<file path="config.mk">
export PLATFORM = sky130hd
export DESIGN_NAME = polled_input_port
export DESIGN_NICKNAME = d
export VERILOG_FILES = /design/src/rtl/pip_pkg.sv /design/src/rtl/pip_addr_decode.sv /design/src/rtl/pip_xfer_ctrl.sv /design/src/rtl/pip_read_mux.sv /design/src/rtl/polled_input_port.sv
export SDC_FILE = /design/constraint.sdc
export NUM_CORES = 1
export LEC_CHECK = 0
export BUFFER_PORTS_ARGS = -buffer_cell sky130_fd_sc_hd__buf_2
export CAP_MARGIN = 5
export CORE_MARGIN = 8
export CORE_UTILIZATION = 35
export CTS_CLUSTER_DIAMETER = 150
export DETAILED_ROUTE_END_ITERATION = 8
export HOLD_SLACK_MARGIN = 0.03
export MAX_ROUTING_LAYER = met4
export PLACE_DENSITY = 0.82
export SLEW_MARGIN = 20
export SYNTH_ARGS = -nofsm -noshare
export SYNTH_HDL_FRONTEND = slang
export SYNTH_SLANG_ARGS = --single-unit
</file>
<file path="constraint.sdc">
create_clock -name clk -period 1.2 [get_ports clk]
set_clock_uncertainty 0.05 [all_clocks]
set_input_delay 0.06 -clock clk [delete_from_list [all_inputs] [get_ports clk]]
set_output_delay 0.06 -clock clk [all_outputs]
set_load 0.01 [all_outputs]
</file>
<file path="src/rtl/pip_pkg.sv">
// Package: shared types for the polled input port.
// Assumes: nothing beyond IEEE 1800-2017.
package pip_pkg;

    // Transfer progress: idle, waiting on the device, byte held for software
    typedef enum logic [1:0] {
        XF_IDLE = 2'd0,
        XF_WAIT = 2'd1,
        XF_HELD = 2'd2
    } xfer_state_t;

    // One-hot register select produced by the address decoder
    typedef struct packed {
        logic hit_cmd;
        logic hit_flag;
        logic hit_cap;
    } reg_sel_t;

endpackage

</file>
<file path="src/rtl/pip_addr_decode.sv">
// Module: pip_addr_decode
// Compares the bus address against the three register addresses and
// returns a one-hot select (all zero for an unmapped address).
// Assumes: the three addresses are distinct.
module pip_addr_decode
    import pip_pkg::*;
#(
    parameter int          ADDR_W   = 16,
    parameter logic [15:0] CMD_ADDR = 16'h6000,
    parameter logic [15:0] FLG_ADDR = 16'h6001,
    parameter logic [15:0] CAP_ADDR = 16'h6002
) (
    input  logic [ADDR_W-1:0] addr,
    output reg_sel_t          sel
);
    localparam int NREG = 3;
    localparam logic [NREG-1:0][ADDR_W-1:0] MAP = {
        ADDR_W'(CMD_ADDR), ADDR_W'(FLG_ADDR), ADDR_W'(CAP_ADDR)
    };

    logic [NREG-1:0] hit;

    // One comparator per mapped register
    for (genvar g = 0; g < NREG; g++) begin : g_cmp
        assign hit[g] = (addr == MAP[g]);
    end

    // Pack the compare results into the select struct
    always_comb begin
        sel.hit_cmd  = hit[2];
        sel.hit_flag = hit[1];
        sel.hit_cap  = hit[0];
    end
endmodule

</file>
<file path="src/rtl/pip_xfer_ctrl.sv">
// Module: pip_xfer_ctrl
// Holds the transfer state, the self-clearing start bit and the capture
// register. It runs the device handshake and latches one byte per start.
// Assumes: start_req and cap_read are single-cycle qualified strobes.
module pip_xfer_ctrl
    import pip_pkg::*;
#(
    parameter int DATA_W = 8
) (
    input  logic              clk,
    input  logic              rst_n,
    input  logic              start_req,
    input  logic              cap_read,
    input  logic              dev_valid,
    input  logic [DATA_W-1:0] dev_data,
    output logic              dev_ready,
    output logic              start_q,
    output logic              ready_flag,
    output logic [DATA_W-1:0] cap_q
);
    xfer_state_t state_q;
    logic        accept;
    logic        take;

    // Start is honoured only from idle; capture happens on the handshake
    assign accept = start_req && (state_q == XF_IDLE);
    assign take   = dev_valid && (state_q == XF_WAIT);

    // State sequencing: idle -> wait -> held -> idle
    always_ff @(posedge clk) begin
        if (!rst_n) begin
            state_q <= XF_IDLE;
        end else begin
            unique case (state_q)
                XF_IDLE: if (accept)   state_q <= XF_WAIT;
                XF_WAIT: if (take)     state_q <= XF_HELD;
                XF_HELD: if (cap_read) state_q <= XF_IDLE;
                default:               state_q <= XF_IDLE;
            endcase
        end
    end

    // Start bit: set for exactly one cycle after an accepted command
    always_ff @(posedge clk) begin
        if (!rst_n) start_q <= 1'b0;
        else        start_q <= accept;
    end

    // Capture register: loads the device byte on the handshake
    always_ff @(posedge clk) begin
        if (!rst_n)    cap_q <= '0;
        else if (take) cap_q <= dev_data;
    end

    // Outputs decoded from state
    assign dev_ready  = (state_q == XF_WAIT);
    assign ready_flag = (state_q == XF_HELD);
endmodule

</file>
<file path="src/rtl/pip_read_mux.sv">
// Module: pip_read_mux
// Forms the read data from the register select; unused bits and unmapped
// addresses give zero, and no read strobe gives zero.
// Assumes: sel is one-hot or zero.
module pip_read_mux
    import pip_pkg::*;
#(
    parameter int DATA_W    = 8,
    parameter int START_BIT = 0,
    parameter int READY_BIT = 7
) (
    input  logic              rd,
    input  reg_sel_t          sel,
    input  logic              start_q,
    input  logic              ready_flag,
    input  logic [DATA_W-1:0] cap_q,
    output logic [DATA_W-1:0] rdata
);
    // Select the addressed register image
    always_comb begin
        rdata = '0;
        if (rd) begin
            if (sel.hit_cmd)  rdata[START_BIT] = start_q;
            if (sel.hit_flag) rdata[READY_BIT] = ready_flag;
            if (sel.hit_cap)  rdata            = cap_q;
        end
    end
endmodule

</file>
<file path="src/rtl/polled_input_port.sv">
// Module: polled_input_port
// Byte input port with a command, a flag and a capture register on a
// single-cycle memory-mapped bus. Software starts a transfer, polls the
// flag and reads the byte.
// Assumes: bus_wr and bus_rd are not both asserted to the same register.
module polled_input_port
    import pip_pkg::*;
#(
    parameter int          ADDR_W    = 16,
    parameter int          DATA_W    = 8,
    parameter logic [15:0] CMD_ADDR  = 16'h6000,
    parameter logic [15:0] FLG_ADDR  = 16'h6001,
    parameter logic [15:0] CAP_ADDR  = 16'h6002,
    parameter int          START_BIT = 0,
    parameter int          READY_BIT = 7
) (
    input  logic              clk,
    input  logic              rst_n,
    input  logic [ADDR_W-1:0] bus_addr,
    input  logic [DATA_W-1:0] bus_wdata,
    input  logic              bus_wr,
    input  logic              bus_rd,
    output logic [DATA_W-1:0] bus_rdata,
    input  logic              dev_valid,
    input  logic [DATA_W-1:0] dev_data,
    output logic              dev_ready
);
    reg_sel_t          sel;
    logic              start_req;
    logic              cap_read;
    logic              start_q;
    logic              ready_flag;
    logic [DATA_W-1:0] cap_q;

    // Address decode
    pip_addr_decode #(
        .ADDR_W(ADDR_W), .CMD_ADDR(CMD_ADDR),
        .FLG_ADDR(FLG_ADDR), .CAP_ADDR(CAP_ADDR)
    ) u_dec (
        .addr(bus_addr), .sel(sel)
    );

    // Qualified strobes for the transfer controller
    assign start_req = bus_wr && sel.hit_cmd && bus_wdata[START_BIT];
    assign cap_read  = bus_rd && sel.hit_cap;

    // Transfer state, start bit and capture register
    pip_xfer_ctrl #(.DATA_W(DATA_W)) u_xfer (
        .clk(clk), .rst_n(rst_n),
        .start_req(start_req), .cap_read(cap_read),
        .dev_valid(dev_valid), .dev_data(dev_data),
        .dev_ready(dev_ready), .start_q(start_q),
        .ready_flag(ready_flag), .cap_q(cap_q)
    );

    // Read data path
    pip_read_mux #(
        .DATA_W(DATA_W), .START_BIT(START_BIT), .READY_BIT(READY_BIT)
    ) u_rmux (
        .rd(bus_rd), .sel(sel), .start_q(start_q),
        .ready_flag(ready_flag), .cap_q(cap_q), .rdata(bus_rdata)
    );
endmodule

</file>
## Word level (Yosys, flattened, before mapping)

Cells that the tools add are included.

- Eq/ne operators: 8
- Mux-type cells: 8
- Reductions and logical operators: 7

Operators with widths:

| cell | number |
|---|---|
| $eq A16 B15 Y1 const B | 3 |
| $mux W8 | 2 |
| $mux W2 | 3 |
| $pmux W2 S3 | 1 |
| $logic_and A1 B1 Y1 | 5 |
| $ne A2 B1 Y1 const B | 2 |
| $reduce_and A3 Y1 | 1 |
| $eq A2 B1 Y1 const B | 1 |
| $eq A2 B2 Y1 const B | 1 |
| $logic_not A2 Y1 | 1 |
| $mux W1 | 2 |
| $ne A2 B2 Y1 const B | 1 |

- Bits in registers: 11
- Input port bits: 37
- Output and inout port bits: 9

## Depth between registers and ports, before layout

- Depth after elaboration: 6
- Gate-level depth with buffers: 4
- Depth with buffers taken out: 3

## Hierarchy

A second synthesis with hierarchy kept.

- Cell total of the unflattened synthesis: 69
- Area, all modules: 626.9 sq um

Modules (own cells, without submodules):

| module | times used | cells each | area each (sq um) | sequential area each (sq um) |
|---|---|---|---|---|
| pip_xfer_ctrl | 1 | 48 | 449.2 | 220.2 |
| pip_addr_decode | 1 | 9 | 86.3 | 0.0 |
| pip_read_mux | 1 | 10 | 78.8 | 0.0 |
| polled_input_port | 1 | 2 | 12.5 | 0.0 |

## Least setup slack after synthesis

No wires, ideal clock.

- Path kind: register -> register
- Start: register u_xfer.state_q[1]
- End: register u_xfer.state_q[1]
- Data arrival time: 0.874 ns
- Required time: 1.034 ns
- Slack: 0.159 ns
- Cell stages (with the launch flop): 4
- Clock period less this slack: 1.041 ns
- Cell sequence: dfxtp_1 > nand3b_1 > nand2b_1 > o211a_1

- Longest elaborated chain between the ends: 4
- Elaborated cells between the ends (all ways): 10

Ends and longest elaborated chain:

| element | RTL line | RTL |
|---|---|---|
| start, declared | pip_xfer_ctrl.sv:21 | `xfer_state_t state_q;` |
| start signal, assigned | pip_xfer_ctrl.sv:32 | `state_q <= XF_IDLE;` |
| start signal, assigned | pip_xfer_ctrl.sv:35 | `XF_IDLE: if (accept) state_q <= XF_WAIT;` |
| start signal, assigned | pip_xfer_ctrl.sv:36 | `XF_WAIT: if (take) state_q <= XF_HELD;` |
| $eq A2 B1 Y1 or $logic_not A2 Y1 (tied branches) | pip_xfer_ctrl.sv:27, pip_xfer_ctrl.sv:34, pip_xfer_ctrl.sv:26 |  |
| $logic_and A1 B1 Y1 (on tied branches) | pip_xfer_ctrl.sv:27, pip_xfer_ctrl.sv:26 |  |
| $ne A2 B1 Y1 (no line) | n/a |  |
| $reduce_and A3 Y1 (no line) | n/a |  |

Several ways; a longest one is shown, not always the timed one.
A chain may end at the register's enable or synchronous reset.

## Worst setup path in the final report

- Start: register u_xfer.state_q[0]
- End: output port bus_rdata[7]

- Longest elaborated chain between the ends: 4

Ends and longest elaborated chain:

| element | RTL line | RTL |
|---|---|---|
| $eq A2 B2 Y1 | pip_xfer_ctrl.sv:57 | `assign ready_flag = (state_q == XF_HELD);` |
| $mux W1 | pip_read_mux.sv:24 | `if (sel.hit_flag) rdata[READY_BIT] = ready_flag;` |
| $mux W8 | pip_read_mux.sv:25 | `if (sel.hit_cap) rdata = cap_q;` |
| $mux W8 | pip_read_mux.sv:22 | `if (rd) begin` |
| end, declared | polled_input_port.sv:23 | `output logic [DATA_W-1:0] bus_rdata,` |

No other way between the ends.

==> flow_metrics.py <==
metrics = {
    "status": {
        "status": "complete, but fails checks",
        "violations": "negative setup slack",
    },
    "timing": {
        "hold_viol": 0,
        "hold_ws_ns": 0.05765,
        "tns_ns": -0.08055,
        "period_minus_slack_ns": 1.275,
        "slew_violations": 0,
        "setup_viol": 2,
        "fin_crit_sh_pct": 106.3,
        "tightestPinTransition_ns": 0.3922,
        "maxSlewHeadroom_pct": 73.85,
        "clock.fmax_ghz": 0.7841,
        "finalWorstSetupSlack_ns": -0.07539,
        "rsz0062_at_grt": "yes",
    },
    "place": {
        "dp_hpwl_microns": 1532,
        "place_inst": 141,
        "dp_slack_ns": -0.06306,
        "gp_congestion": 0.7760,
        "portBuffers": 38,
    },
    "run": {
        "maxCapViolCount": 0,
    },
    "power_and_ir_drop": {
        "leakagePower_nw": 0.4954,
        "p_switching_w": 0.0002031,
        "combPwrFrac_pct": 18.0,
        "seq_power_share_pct": 46.5,
        "swShare_pct": 25.89,
        "p_total_w": 0.0007843,
        "clkPwrFrac_pct": 35.5,
        "p_per_area_mw_per_mm2": 674.0,
        "power.internal_w": 0.0005812,
        "ir_drop_mv": 0.4977,
    },
    "critical_path": {
        "cp.arrival_ns": 1.17,
        "path_buf_inv": 1,
        "worstPathMaxFanout": 5,
        "slowest_stage": "dfxtp_2",
        "cp.depth": 3,
        "r2r_start": "u_xfer.state_q[1]$_SDFFE_PN0P_",
        "required_ns": 1.09,
        "crit_chain": "o32a_1 > nor2_1 > buf_2",
        "worstSetupEndpointType": "output port",
        "worstSetupPathType": "flip-flop to output port",
        "crit_start": "u_xfer.state_q[0]$_SDFFE_PN0P_",
        "crit_path_start_kind": "flip-flop",
        "slowest_delay_ns": 0.34,
        "cp_top_family": "flip-flops",
        "reg2reg_depth": 5,
    },
    "global_routing": {
        "grt_pass1_vias": 845,
        "grt_pass1_wl_microns": 3519,
        "grt_max_degree": 12,
        "antenna_found_initial": 0,
        "overflow": 0,
        "grt_usage_pct": 13.49,
    },
    "yosys": {
        "synth_area_sq_um": 629.4,
        "syn_area_per_cell_sq_um": 8.173,
        "yosys-top-cells-area": "dfxtp_1 35%, a21boi_0 9.5%, nor4_4 6.8%",
        "synth-async-reset-ratio_pct": 0,
        "synth_top_area_cell": "dfxtp_1",
        "ys_types": 23,
        "syn_inst": 77,
        "synth_top_area_share_pct": 34.99,
        "ys_seq_area_share_pct": 34.99,
        "ys_ff_latch": 11,
        "synth_ff_type": "dfxtp_1",
        "ys_warn_count": 0,
        "synth_edf_count": 0,
        "syn_nets": 114,
    },
    "routing": {
        "routed_wl_microns": 2321,
        "ant_nets": 0,
        "wl_per_cell_microns": 14.07,
        "first_pass_iters": 4,
        "drtIter0Drc": 17,
        "viasPerCell": 4.976,
        "vias": 821,
        "drc_errors": 0,
    },
    "die": {
        "die_area_sq_mm": 0.003411,
        "die_w_microns": 58.41,
        "die_h_microns": 58.41,
        "core_sq_mm": 0.001708,
        "initial_utilization_pct": 36.85,
        "io_pins": 46,
        "row_count": 15,
    },
    "hold_path": {
        "holdPathStages": 2,
        "min_from": "rst_n",
        "hold_path_class": "primary input to flip-flop",
    },
    "finish": {
        "layout-drive-gt1-share_pct": 49.29,
        "fin_cells": 165,
        "nets": 178,
        "syn_to_final_growth_pct": 84.89,
        "num_antenna_cells": 0,
    },
    "cts": {
        "cts.sinks": 11,
        "cts_buffers": 3,
        "clk-insertion-delay-late_ns": 0.27,
        "ctsLongestPathBuffers": 2,
        "cts_root_buf": "clkbuf_4",
        "cts_tree": "built",
        "clk_pin_slew_ns": 0.07,
        "cts_max_level": 1,
    },
}
power groups by stage:
stage	Sequential (W)	Clock, W	Combinational [W]
final	0.000365	0.000278	0.000142
after global routing	0.000365	0.000292	0.000151
after CTS	0.000365	0.000273	0.000128
after detailed placement	0.000373	0	0.0000931
after global placement	0.000373	0	0.0000902
after floorplan	0.000373	0	0.0000295
synth_stat cells (all sizes together) (2+ instances only):
master  number
buf          2
nor4         3
inv          8
nor2         2
a21boi       8
nand3        8
clkbuf       2
nand4        2
nand2b       2
nor3         8
dfxtp       11
nand3b       2
nand2       11
worst paths after layout:
| kind | slack (ns) | to |
|---|---|---|
| worst max-delay path | -0.08 | bus_rdata[7] |
| worst min-delay path | 0.06 | u_xfer.state_q[1]$_SDFFE_PN0P_ |
| worst min register to register | 0.41 | u_xfer.cap_q[1]$_SDFFE_PN0P_ |
| worst max register to register | 0.04 | u_xfer.cap_q[7]$_SDFFE_PN0P_ |
stage by stage:
stage	utilization, %	area, sq um
2_1_floorplan	-	629.4
3_3_place_gp	50.99	870.8
3_5_place_dp	50.99	870.8
4_1_cts	63.44	1084
5_1_grt	68.13	1164
6_report	68.13	1164
worst register-to-register path: cells and delay by family, from the launching register on:
family	cells	cell delay [ns]
flops	1	0.33
buf+inv	2	0.31
compound gates	1	0.07
simple gates	2	0.29
layout make-up:
class | instances | area [sq um]
repair buffers | 62 | 432.9
flip-flops and latches | 11 | 222.7
clock buffers | 4 | 26.28
multi-input cells | 55 | 420.4
well taps | 25 | 31.28
inverters | 8 | 30.03
fillers | 115 | 544.3
cell families after synthesis:
family          synth area share, %
mux                           1.591
simple gates                  41.15
buf+inv                       7.555
flops                         34.99
compound gates                14.71
state kept, by name, indices dropped and copies added (netlist names):
register and cells:
u_xfer.state_q 2, u_xfer.start_q 1, u_xfer.cap_q 8
cells in the final DEF, fill, tap and decap left out, types with 3 or more instances in the layout:
| master | instances |
|---|---|
| nand2_1 | 8 |
| inv_1 | 8 |
| dlygate4sd3_1 | 12 |
| dfxtp_1 | 9 |
| nand2_2 | 3 |
| buf_4 | 10 |
| nor3_2 | 6 |
| a21boi_1 | 7 |
| clkbuf_4 | 3 |
| nand3_1 | 8 |
| buf_6 | 6 |
| buf_2 | 34 |
what timing repair did:
item / CTS / global route
buffers inserted: 6 / 1
cloned: 1 / 0
endpoints found under the hold margin: 9 / 1
resized for setup: 5 / 20
endpoints found under the setup margin: 9 / 17
pin swaps: 4 / 2
hold buffers: 11 / 1
routing by layer:
layer	vias to the layer above	GRT usage, %	part of all wire, %
li1	398	-	-
met1	377	13.54	40
met2	40	24.41	52
met3	6	2.174	5.0
met4	0	7.343	2.9
met5	-	-	0
Power figures use the tool's default switching activity.
